**config.mk**
```make
export PLATFORM = sky130hd
export DESIGN_NAME = dma_chain_seq
export DESIGN_NICKNAME = d
export VERILOG_FILES = /design/src/rtl/dma_chain_pkg.sv /design/src/rtl/dma_desc_regs.sv /design/src/rtl/dma_flow_fsm.sv /design/src/rtl/dma_chain_seq.sv
export SDC_FILE = /design/constraint.sdc
export NUM_CORES = 1
export LEC_CHECK = 0
export ABC_AREA = 1
export BUFFER_PORTS_ARGS = -buffer_cell sky130_fd_sc_hd__buf_2
export CELL_PAD_IN_SITES_DETAIL_PLACEMENT = 1
export CELL_PAD_IN_SITES_GLOBAL_PLACEMENT = 2
export CORE_ASPECT_RATIO = 0.8
export CORE_UTILIZATION = 32
export DETAILED_ROUTE_END_ITERATION = 16
export PLACE_DENSITY_LB_ADDON = 0.3
export SLEW_MARGIN = 20
export SYNTH_ARGS = -nofsm -noshare
export SYNTH_HDL_FRONTEND = slang
export SYNTH_SLANG_ARGS = --single-unit
```
**constraint.sdc**
```tcl
create_clock -name clk -period 2 [get_ports clk]
set_input_delay 0.3 -clock clk [delete_from_list [all_inputs] [get_ports clk]]
set_output_delay 0.3 -clock clk [all_outputs]
set_load 0.05 [all_outputs]
```
**src/rtl/dma_chain_pkg.sv**
```systemverilog
package dma_chain_pkg;

  typedef enum logic [3:0] {
    S_IDLE, S_ARB, S_RD_REQ, S_RD_RSP, S_WR_WAIT,
    S_WR_REQ, S_WR_RSP, S_TERM, S_FT_REQ, S_FT_RSP
  } seq_state_e;

  localparam int N_FIELDS   = 4;
  localparam int F_SRC      = 0;
  localparam int F_DST      = 1;
  localparam int F_NXT      = 2;
  localparam int F_CTL      = 3;
  localparam int WORD_BYTES = 4;

endpackage

```
**src/rtl/dma_desc_regs.sv**
```systemverilog
module dma_desc_regs
  import dma_chain_pkg::*;
#(
  parameter int DW = 32,
  parameter int CW = 12
) (
  input  logic          clk,
  input  logic          rst_n,
  input  logic          wr_en,
  input  logic [1:0]    wr_sel,
  input  logic [DW-1:0] wr_data,
  input  logic          adv,
  output logic [DW-1:0] src_addr,
  output logic [DW-1:0] dst_addr,
  output logic [DW-1:0] nxt_ptr,
  output logic [CW-1:0] remain,
  output logic          tc_ie,
  output logic          to_periph
);

  logic [DW-1:0] fld [N_FIELDS];

  for (genvar g = 0; g < N_FIELDS; g++) begin : g_fld
    logic [DW-1:0] q;
    always_ff @(posedge clk or negedge rst_n) begin
      if (!rst_n) begin
        q <= '0;
      end else if (wr_en && wr_sel == 2'(g)) begin
        q <= wr_data;
      end else if (adv) begin
        if (g == F_SRC || g == F_DST) begin
          q <= q + DW'(WORD_BYTES);
        end else if (g == F_CTL) begin
          q <= {q[DW-1:CW], q[CW-1:0] - CW'(1)};
        end
      end
    end
    assign fld[g] = q;
  end

  assign src_addr  = fld[F_SRC];
  assign dst_addr  = fld[F_DST];
  assign nxt_ptr   = fld[F_NXT];
  assign remain    = fld[F_CTL][CW-1:0];
  assign tc_ie     = fld[F_CTL][DW-1];
  assign to_periph = fld[F_CTL][DW-2];

  // one step lowers the count by exactly one
  a_r3_step_dec: assert property (@(posedge clk) disable iff (!rst_n)
    adv |=> remain == $past(remain) - CW'(1));

  // a load never coincides with an address step
  a_r1_no_clash: assert property (@(posedge clk) disable iff (!rst_n)
    !(wr_en && adv));

endmodule

```
**src/rtl/dma_flow_fsm.sv**
```systemverilog
module dma_flow_fsm
  import dma_chain_pkg::*;
#(
  parameter int DW = 32,
  parameter int CW = 12
) (
  input  logic          clk,
  input  logic          rst_n,
  input  logic          start,
  input  logic          prio_grant,
  input  logic          bus_grant,
  input  logic          dst_req,
  input  logic          mem_req_ready,
  input  logic          mem_rsp_valid,
  input  logic          mem_rsp_err,
  input  logic [DW-1:0] mem_rsp_rdata,
  input  logic [DW-1:0] src_addr,
  input  logic [DW-1:0] dst_addr,
  input  logic [DW-1:0] nxt_ptr,
  input  logic [CW-1:0] remain,
  input  logic          tc_ie,
  input  logic          to_periph,
  output logic          busy,
  output logic          prio_req,
  output logic          mem_req_valid,
  output logic          mem_req_write,
  output logic [DW-1:0] mem_req_addr,
  output logic [DW-1:0] mem_req_wdata,
  output logic          ld_we,
  output logic [1:0]    ld_sel,
  output logic          adv,
  output logic          tc_irq,
  output logic          err_irq,
  output logic          dst_ack
);

  seq_state_e    state_q, state_d;
  logic [DW-1:0] hold_q;
  logic [DW-1:0] fbase_q;
  logic [1:0]    fidx_q;
  logic          err_q;
  logic          fail;
  logic          rsp_ok;

  assign rsp_ok = mem_rsp_valid && !mem_rsp_err;

  always_comb begin
    state_d = state_q;
    ld_we   = 1'b0;
    adv     = 1'b0;
    fail    = 1'b0;
    case (state_q)
      S_IDLE:    if (start) state_d = S_ARB;
      S_ARB: begin
        if (remain == '0)                  state_d = S_TERM;
        else if (prio_grant && bus_grant)  state_d = S_RD_REQ;
      end
      S_RD_REQ:  if (mem_req_ready) state_d = S_RD_RSP;
      S_RD_RSP: begin
        if (mem_rsp_valid) begin
          if (mem_rsp_err) begin
            fail    = 1'b1;
            state_d = S_IDLE;
          end else begin
            state_d = to_periph ? S_WR_WAIT : S_WR_REQ;
          end
        end
      end
      S_WR_WAIT: if (dst_req) state_d = S_WR_REQ;
      S_WR_REQ:  if (mem_req_ready) state_d = S_WR_RSP;
      S_WR_RSP: begin
        if (mem_rsp_valid) begin
          if (mem_rsp_err) begin
            fail    = 1'b1;
            state_d = S_IDLE;
          end else begin
            adv     = 1'b1;
            state_d = (remain == CW'(1)) ? S_TERM : S_ARB;
          end
        end
      end
      S_TERM:    state_d = (nxt_ptr != '0) ? S_FT_REQ : S_IDLE;
      S_FT_REQ:  if (mem_req_ready) state_d = S_FT_RSP;
      S_FT_RSP: begin
        if (mem_rsp_valid) begin
          if (mem_rsp_err) begin
            fail    = 1'b1;
            state_d = S_IDLE;
          end else begin
            ld_we   = 1'b1;
            state_d = (fidx_q == 2'd3) ? S_ARB : S_FT_REQ;
          end
        end
      end
      default:   state_d = S_IDLE;
    endcase
  end

  always_ff @(posedge clk or negedge rst_n) begin
    if (!rst_n) begin
      state_q <= S_IDLE;
      hold_q  <= '0;
      fbase_q <= '0;
      fidx_q  <= '0;
      err_q   <= 1'b0;
    end else begin
      state_q <= state_d;
      err_q   <= fail;
      if (state_q == S_RD_RSP && rsp_ok) hold_q <= mem_rsp_rdata;
      if (state_q == S_TERM) begin
        fbase_q <= nxt_ptr;
        fidx_q  <= '0;
      end else if (state_q == S_FT_RSP && rsp_ok) begin
        fidx_q  <= fidx_q + 2'd1;
      end
    end
  end

  always_comb begin
    case (state_q)
      S_RD_REQ: mem_req_addr = src_addr;
      S_WR_REQ: mem_req_addr = dst_addr;
      S_FT_REQ: mem_req_addr = fbase_q + DW'({fidx_q, 2'b00});
      default:  mem_req_addr = '0;
    endcase
  end

  assign busy          = (state_q != S_IDLE);
  assign prio_req      = (state_q == S_ARB) && (remain != '0);
  assign mem_req_valid = (state_q == S_RD_REQ) || (state_q == S_WR_REQ) || (state_q == S_FT_REQ);
  assign mem_req_write = (state_q == S_WR_REQ);
  assign mem_req_wdata = hold_q;
  assign ld_sel        = fidx_q;
  assign tc_irq        = (state_q == S_TERM) && tc_ie;
  assign dst_ack       = (state_q == S_TERM) && to_periph;
  assign err_irq       = err_q;

  // a data read starts only after both grants were present
  a_r2_grant_first: assert property (@(posedge clk) disable iff (!rst_n)
    (state_q == S_RD_REQ && $past(state_q) == S_ARB) |-> $past(prio_grant && bus_grant));

  // a paced write starts only after the peripheral asked
  a_r5_paced_write: assert property (@(posedge clk) disable iff (!rst_n)
    (state_q == S_WR_REQ && $past(state_q) == S_WR_WAIT) |-> $past(dst_req));

  // a stalled request holds its fields
  a_r4_req_hold: assert property (@(posedge clk) disable iff (!rst_n)
    (mem_req_valid && !mem_req_ready) |=>
      (mem_req_valid && $stable(mem_req_addr) && $stable(mem_req_write) && $stable(mem_req_wdata)));

  // terminal-count pulse lasts one cycle
  a_r6_tc_single: assert property (@(posedge clk) disable iff (!rst_n)
    tc_irq |=> !tc_irq);

  // the two interrupts never coincide
  a_r10_irq_excl: assert property (@(posedge clk) disable iff (!rst_n)
    !(tc_irq && err_irq));

  // end of chain drops the enable
  a_r8_chain_end: assert property (@(posedge clk) disable iff (!rst_n)
    (state_q == S_TERM && nxt_ptr == '0) |=> !busy);

  // an error leaves the channel disabled
  a_r9_err_off: assert property (@(posedge clk) disable iff (!rst_n)
    err_irq |-> !busy);

endmodule

```
**src/rtl/dma_chain_seq.sv**
```systemverilog
module dma_chain_seq
  import dma_chain_pkg::*;
#(
  parameter int DW = 32,
  parameter int CW = 12
) (
  input  logic          clk,
  input  logic          rst_n,
  input  logic          cfg_we,
  input  logic [1:0]    cfg_sel,
  input  logic [DW-1:0] cfg_wdata,
  input  logic          cfg_start,
  output logic          ch_enabled,
  output logic          prio_req,
  input  logic          prio_grant,
  input  logic          bus_grant,
  output logic          mem_req_valid,
  input  logic          mem_req_ready,
  output logic          mem_req_write,
  output logic [DW-1:0] mem_req_addr,
  output logic [DW-1:0] mem_req_wdata,
  input  logic          mem_rsp_valid,
  input  logic [DW-1:0] mem_rsp_rdata,
  input  logic          mem_rsp_err,
  input  logic          dst_req,
  output logic          dst_ack,
  output logic          tc_irq,
  output logic          err_irq
);

  logic          busy;
  logic          ld_we;
  logic [1:0]    ld_sel;
  logic          adv;
  logic          wr_en;
  logic [1:0]    wr_sel;
  logic [DW-1:0] wr_data;
  logic [DW-1:0] src_addr, dst_addr, nxt_ptr;
  logic [CW-1:0] remain;
  logic          tc_ie, to_periph;

  // setup writes count only while idle; descriptor loads only while busy
  assign wr_en   = (cfg_we && !busy) || ld_we;
  assign wr_sel  = ld_we ? ld_sel : cfg_sel;
  assign wr_data = ld_we ? mem_rsp_rdata : cfg_wdata;

  dma_desc_regs #(.DW(DW), .CW(CW)) regs_i (
    .clk       (clk),
    .rst_n     (rst_n),
    .wr_en     (wr_en),
    .wr_sel    (wr_sel),
    .wr_data   (wr_data),
    .adv       (adv),
    .src_addr  (src_addr),
    .dst_addr  (dst_addr),
    .nxt_ptr   (nxt_ptr),
    .remain    (remain),
    .tc_ie     (tc_ie),
    .to_periph (to_periph)
  );

  dma_flow_fsm #(.DW(DW), .CW(CW)) fsm_i (
    .clk           (clk),
    .rst_n         (rst_n),
    .start         (cfg_start),
    .prio_grant    (prio_grant),
    .bus_grant     (bus_grant),
    .dst_req       (dst_req),
    .mem_req_ready (mem_req_ready),
    .mem_rsp_valid (mem_rsp_valid),
    .mem_rsp_err   (mem_rsp_err),
    .mem_rsp_rdata (mem_rsp_rdata),
    .src_addr      (src_addr),
    .dst_addr      (dst_addr),
    .nxt_ptr       (nxt_ptr),
    .remain        (remain),
    .tc_ie         (tc_ie),
    .to_periph     (to_periph),
    .busy          (busy),
    .prio_req      (prio_req),
    .mem_req_valid (mem_req_valid),
    .mem_req_write (mem_req_write),
    .mem_req_addr  (mem_req_addr),
    .mem_req_wdata (mem_req_wdata),
    .ld_we         (ld_we),
    .ld_sel        (ld_sel),
    .adv           (adv),
    .tc_irq        (tc_irq),
    .err_irq       (err_irq),
    .dst_ack       (dst_ack)
  );

  assign ch_enabled = busy;

  // a start while idle enables the channel one cycle later
  a_r1_start_enables: assert property (@(posedge clk) disable iff (!rst_n)
    (cfg_start && !ch_enabled) |=> ch_enabled);

endmodule

```
==> metrics.csv, run 1 <==
metric,value,unit
num_vias,14400,
fmax,376,MHz
boundaryPins,147,
finalClockSkew,0.0161,ns
clock_latency,0.47,ns
cts_made_buffers,17,
yosys_warnings,0,
powerDensity,1350,nW/um^2
cpMaxStageDelayCell,dfrtp_1,
ir_drop,0.761,mV
finalCritPeriodShare,133,%
rsz0062_at_grt,true,
maxCapViolCount,0,
grt_max_degree,58,
internal_power,13000,uW
syn-cell-area,11500,sq um
dieWidth,214,um
remaining_drc_errors,0,
dpl.cell_count,2469,
tns,-48.80,ns
synth_top_area_share,39.5,%
floorplan.die_area,36600,sq um
hpwl,41700,um
seq_power_share,29.8,%
drtIter0Drc,1198,
cts-htree-levels,4,
cp.arrival,2.36,ns
placementRows,61,
p_sw_share,49.7,%
gr-total-overflow,0,
synth-seq-area-share,39.5,%
finalSetupViolCount,151,
grt_pass1_vias,14200,
setup_ws,-0.662,ns
layout_min_cycle_time,2.66,ns
antenna_found_initial,1,
route.antenna.remaining_nets,0,
io_buffers,146,
combPwrFrac,55.1,%
relSlewSlack,65.2,%
min_path_type,input pin to flip-flop,
p_leak,0.00947,uW
tritoncts,done,
critPathLaunchType,flip-flop,
required,1.70,ns
gp_congestion,0.915,
routed_via_density,5.51,
violations,negative setup slack,
final_nets,2211,
cpLargestDelayFamily,adder cells,
finalHoldViolCount,0,
drv_slew,0,
drt-pass1-iter-count,5,
syn_inst,1746,
endpoint_kind,output pin,
area_growth,66.9,%
ys_ff_latch,181,
synth_top_area_cell,dfrtp_1,
cts_sinks,181,
cts_buffer_depth,2,
crit_path_cell_trace,"ha_2, fa_2, buf_6, nand2_4, nor2_4, nand2_2, o21ai_2, o211ai_1, buf_4",
initial_core_util,32.8,%
routed_wl,66800,um
syn-num-nets,1831,
tightestPinTransition,0.522,ns
crit_buf_inv,2,
layoutNonFillerInstCount,2611,
track_usage,33.3,%
cts.clk_slew.worst_paths,0.07,ns
fp.dieH,171,um
avgSynthCellArea,6.57,sq um
synth_area_leaders,"dfrtp_1 39%, nand2_1 21%, nand3_1 8.9%",
antenna_cells,0,
wire_per_inst,25.6,um
cp_max_fo,5,
power_switching,12900,uW
synth.distinct_cells,38,
layout-drive-gt1-share,41.7,%
root_buffer,clkbuf_16,
status,finished with violations,
coreArea,35000,sq um
critPathKind,flip-flop to output pin,
grt_pass1_wl,88600,um
power_frac_clock,15.1,%
max_stage_delay,0.40,ns
kinds of logic (layout without fill, tap and decap cells):
logic type | Yosys count | count (layout) | share of synthesized area, %
compound gates | 182 | 182 | 8.72
xor+xnor | 24 | 24 | 1.83
fa+ha+maj | 9 | 9 | 1.05
buf+inv | 262 | 655 | 8.93
flops | 181 | 181 | 39.5
mux | 12 | 12 | 1.18
simple gates | 1076 | 1076 | 38.8
routing by layer:
metal  vias up  GRT usage [%]  wire (um)  share of wire [%]
met1      7209           46.8      28300                 42
met5         -              0          0                  0
met3       169           5.88       5440                8.2
li1       6319              -          -                  -
met2       682           50.8      30000                 45
met4         0           12.6       3020                4.5
power groups by stage:
stage / Sequential [uW] / Combinational [uW] / Clock, uW
finish: 7730 / 14300 / 3910
global route: 7870 / 15000 / 4070
CTS: 7310 / 12200 / 3900
detailed placement: 7300 / 10000 / 0
global placement: 7210 / 9780 / 0
floorplan: 7630 / 5390 / 0
metrics by stage:
step / worst slack [ns] / hold slack [ns] / util [%] / cell area (sq um) / total power (uW)
floorplan: -0.343 / 0.00441 / - / 11700 / 13000
global placement: -0.209 / 0.265 / 40.8 / 14300 / 17000
detailed placement: -0.294 / 0.262 / 40.8 / 14300 / 17300
CTS: -0.615 / 0.0661 / 49.4 / 17300 / 23500
global route: -0.697 / 0.0807 / 54.7 / 19200 / 27000
finish: -0.662 / 0.0762 / 54.7 / 19200 / 25900
cells in the final DEF (no fill, tap or decap), types with 11 or more instances in the layout:
cell type  Yosys  final
nand2_1      643    469
inv_1        201    183
dfrtp_1      181    173
buf_4          1    152
nor2_1       174    148
buf_2         18    107
nand3_2        1     97
nand2_2        3     95
nand3_1      203     85
nand2_4        0     77
o21ai_0      123     65
buf_6          2     61
buf_12         0     44
o21ai_2        0     38
clkbuf_16      0     29
nor2_4         1     23
nand3_4        1     23
buf_8          0     22
xor2_1        20     20
o21ai_1        7     20
nand4_1       16     16
buf_16         0     15
mux2_2        12     12
nor2_2         7     11
nor3_1        16     11
o21a_1        11     11
flip-flops by register name (all words and copies together) (netlist names):
register	cells
regs_i.src_addr	32
fsm_i.ld_sel	2
regs_i.nxt_ptr	32
fsm_i.err_irq	1
fsm_i.state_q	4
fsm_i.mem_req_wdata	32
fsm_i.fbase_q	32
regs_i.g_fld.q	14
regs_i.dst_addr	32
what timing repair did:
item | in CTS | in global routing
hold endpoints to repair | 34 | 0
resized for setup | 413 | 350
pin swaps | 61 | 93
gates cloned | 21 | 16
endpoints found under the setup margin | 89 | 164
buffers inserted | 52 | 36
hold buffers | 1 | 0
final timing paths:
| kind | slack [ns] | start | cells after the start | to |
|---|---|---|---|---|
| worst max-delay path | -0.66 | fsm_i.fbase_q[2]$_DFFE_PN0P_ | 9 | mem_req_addr[10] |
| worst min-delay path | 0.08 | mem_rsp_rdata[31] | 2 | fsm_i.mem_req_wdata[31]$_DFFE_PN0P_ |
| worst max register to register | -0.37 | fsm_i.state_q[0]$_DFFE_PN0P_ | 17 | regs_i.nxt_ptr[1]$_DFFE_PN0P_ |
| worst min register to register | 0.49 | fsm_i.mem_req_wdata[24]$_DFFE_PN0P_ | 2 | fsm_i.mem_req_wdata[24]$_DFFE_PN0P_ |
| max in group asynchronous | 0.97 | rst_n | 3 | regs_i.g_fld[3].q[5]$_DFFE_PN0P_ |
| min in group asynchronous | 0.32 | rst_n | 2 | fsm_i.fbase_q[29]$_DFFE_PN0P_ |
worst register-to-register path, cell delays in order (launching register included):
cell     delay (ns)
dfrtp_1        0.40
buf_6          0.13
inv_4          0.03
nor2_4         0.13
buf_6          0.14
buf_12         0.10
nand3_4        0.07
buf_12         0.16
buf_12         0.13
nand2_8        0.07
nand2_8        0.08
nor2_8         0.14
buf_12         0.13
nand2_8        0.10
buf_12         0.17
buf_16         0.15
nand2_2        0.06
o21ai_1        0.07
cell type report:
class	instances	area (sq um)
clock buffers	22	474
clock inverters	10	169
fillers	4171	15900
inverters	204	825
multi-input cells	1303	8140
flip-flops and latches	181	4540
well taps	472	591
repair buffers	418	4410
repair inverters	1	11.3
synthesized netlist by cell type:
library cell	n
a21oi_1	14
a32o_1	1
and2_1	1
buf_1	6
buf_2	18
buf_4	1
buf_6	2
clkbuf_1	31
clkinv_1	1
dfrtp_1	181
fa_1	1
ha_1	8
inv_1	201
inv_2	2
mux2_2	12
nand2_1	643
nand2_2	3
nand3_1	203
nand3_2	1
nand3_4	1
nand3b_1	6
nand4_1	16
nor2_1	174
nor2_2	7
nor2_4	1
nor2_8	1
nor3_1	16
o211ai_1	7
o21a_1	11
o21ai_0	123
o21ai_1	7
o21bai_1	2
o221ai_1	5
o22ai_1	11
o31ai_1	1
or2_2	3
xnor2_1	4
xor2_1	20
Note: power is estimated with default switching activity, not from simulation.
==> inputs of run 2 (changes only) <==
- MAX_ROUTING_LAYER: not set -> met4
==> metrics.csv, run 2 (synthesized netlist as in run 1, its figures left out) <==
metric,value,unit
place_area,14300,sq um
hold_path_end,fsm_i.mem_req_wdata[1]$_DFFE_PN0P_,
hpwl,41900,um
cp.arrival,2.38,ns
layout_min_cycle_time,2.68,ns
timing.rr.end,regs_i.src_addr[13]$_DFFE_PN0P_,
root_buffer,clkbuf_16,
p_sw_share,49.8,%
endpoint_kind,output pin,
tightestPinTransition,0.500,ns
routed_wl,61900,um
cts_sinks,181,
dieWidth,214,um
min_path_cells,2,
setup_ws,-0.683,ns
power_frac_clock,14.1,%
route.antenna.remaining_nets,0,
multi_input_area,7860,sq um
hp-start,mem_rsp_rdata[1],
cts-htree-levels,4,
routed_via_density,5.40,
min_path_type,input pin to flip-flop,
gp_congestion,0.935,
p_leak,0.00903,uW
finalClockSkew,0.0127,ns
coreArea,35000,sq um
tritoncts,done,
finalPower,25000,uW
cts_buffer_depth,2,
rrSetupSlack,-0.25,ns
finalHoldViolCount,0,
track_usage,31.4,%
fmax,373,MHz
wire_per_inst,23.9,um
status,finished with violations,
antenna_found_initial,2,
ir_drop,0.774,mV
power_switching,12400,uW
clock_latency,0.45,ns
cts.clk_slew.worst_paths,0.07,ns
fp.dieH,171,um
cp_max_fo,5,
critPathKind,flip-flop to output pin,
initial_core_util,32.8,%
layout_commonest_cell,nand2_1,
drv_slew,0,
internal_power,12500,uW
finalCritPeriodShare,134,%
dpl.cell_count,2467,
placementRows,61,
r2r_cells,11,
final_nets,2191,
drtIter0Drc,1124,
seq_power_share,30.6,%
finalSetupViolCount,155,
required,1.70,ns
powerDensity,1350,nW/um^2
io_buffers,146,
grt_pass1_wl,81700,um
seq_area,4540,sq um
boundaryPins,147,
rsz0062_at_grt,true,
layout_common_cells,"533 x nand2_1, 185 x inv_1, 173 x dfrtp_1, 147 x buf_4, 146 x nor2_1",
relSlewSlack,66.7,%
fin_util,52.7,%
violations,negative setup slack,
gr-total-overflow,0,
layout-drive-gt1-share,38.2,%
num_vias,14000,
maxCapViolCount,0,
grt_max_degree,53,
remaining_drc_errors,0,
layoutNonFillerInstCount,2593,
combPwrFrac,55.3,%
final_cell_area,18500,sq um
grt_pass1_vias,13600,
floorplan.die_area,36600,sq um
fillers,4221,
critPathLaunchType,flip-flop,
area_growth,61.0,%
cts_made_buffers,17,
r2r-start,fsm_i.state_q[1]$_DFFE_PN0P_,
drt-pass1-iter-count,5,
==> run 2: cell types whose count changed in the layout (fill, tap and decap cells not counted), sizes merged <==
cell    change
bufinv      -2
diode       +2
clkinv      +1
clkbuf      +5
bufbuf      -3
buf        -22
inv         +1
==> run 2: per-stage QoR <==
step	TNS, ns	setup slack, ns	hold slack, ns
5_1_grt	-42.93	-0.715	0.0900
2_1_floorplan	-0.601	-0.343	0.00441
6_report	-35.27	-0.683	0.0916
3_3_place_gp	-3.42	-0.263	0.295
3_5_place_dp	-5.63	-0.310	0.296
4_1_cts	-15.47	-0.644	0.0799
==> run 2: cell type report <==
| type | count | share of cell area [%] |
|---|---|---|
| antenna | 2 | 0.0271 |
| clock buffer | 21 | 2.44 |
| clock inverter | 11 | 0.671 |
| inverter | 204 | 4.56 |
| multi-input combinational | 1303 | 42.6 |
| sequential | 181 | 24.6 |
| tap | 472 | 3.20 |
| timing repair buffer | 399 | 22.0 |
==> run 2: power groups by stage <==
stage | clock network (uW) | registers [uW] | logic (uW)
final | 3520 | 7660 | 13800
after detailed placement | 0 | 7290 | 10000
after global routing | 3660 | 7820 | 14700
after global placement | 0 | 7210 | 9760
after CTS | 3540 | 7270 | 11400
after floorplan | 0 | 7630 | 5390
==> run 2: critical path, cell delays in order, from the launching register on <==
cell,delay [ns]
dfrtp_1,0.43
ha_4,0.19
fa_2,0.38
buf_6,0.15
nand2_4,0.08
nor2_4,0.05
nand2_2,0.07
o21ai_1,0.07
o211ai_1,0.27
buf_4,0.26
==> run 2: timing repair <==
action	in CTS	in global routing
gates cloned	6	24
endpoints found under the setup margin	92	151
setup buffers	26	46
pin swaps	39	126
resized for setup	249	408
hold buffers	1	0
endpoints found under the hold margin	42	0
==> run 2: worst max path at each step <==
stage                                 startpoint                to  depth (start not counted)
global route         fsm_i.ld_sel[0]$_DFFE_PN0P_  mem_req_addr[10]                          9
global placement    fsm_i.fbase_q[2]$_DFFE_PN0P_  mem_req_addr[18]                          8
CTS                  fsm_i.ld_sel[0]$_DFFE_PN0P_  mem_req_addr[10]                          7
finish               fsm_i.ld_sel[0]$_DFFE_PN0P_  mem_req_addr[10]                          9
floorplan            fsm_i.ld_sel[0]$_DFFE_PN0P_  mem_req_addr[10]                          7
detailed placement   fsm_i.ld_sel[0]$_DFFE_PN0P_  mem_req_addr[18]                          8
==> run 2: routing by layer <==
| layer | share of wire [%] | GRT usage, % |
|---|---|---|
| met3 | 7.6 | 5.09 |
| met5 | 0 | - |
| met2 | 45 | 46.2 |
| met1 | 44 | 44.3 |
| met4 | 3.5 | 8.42 |
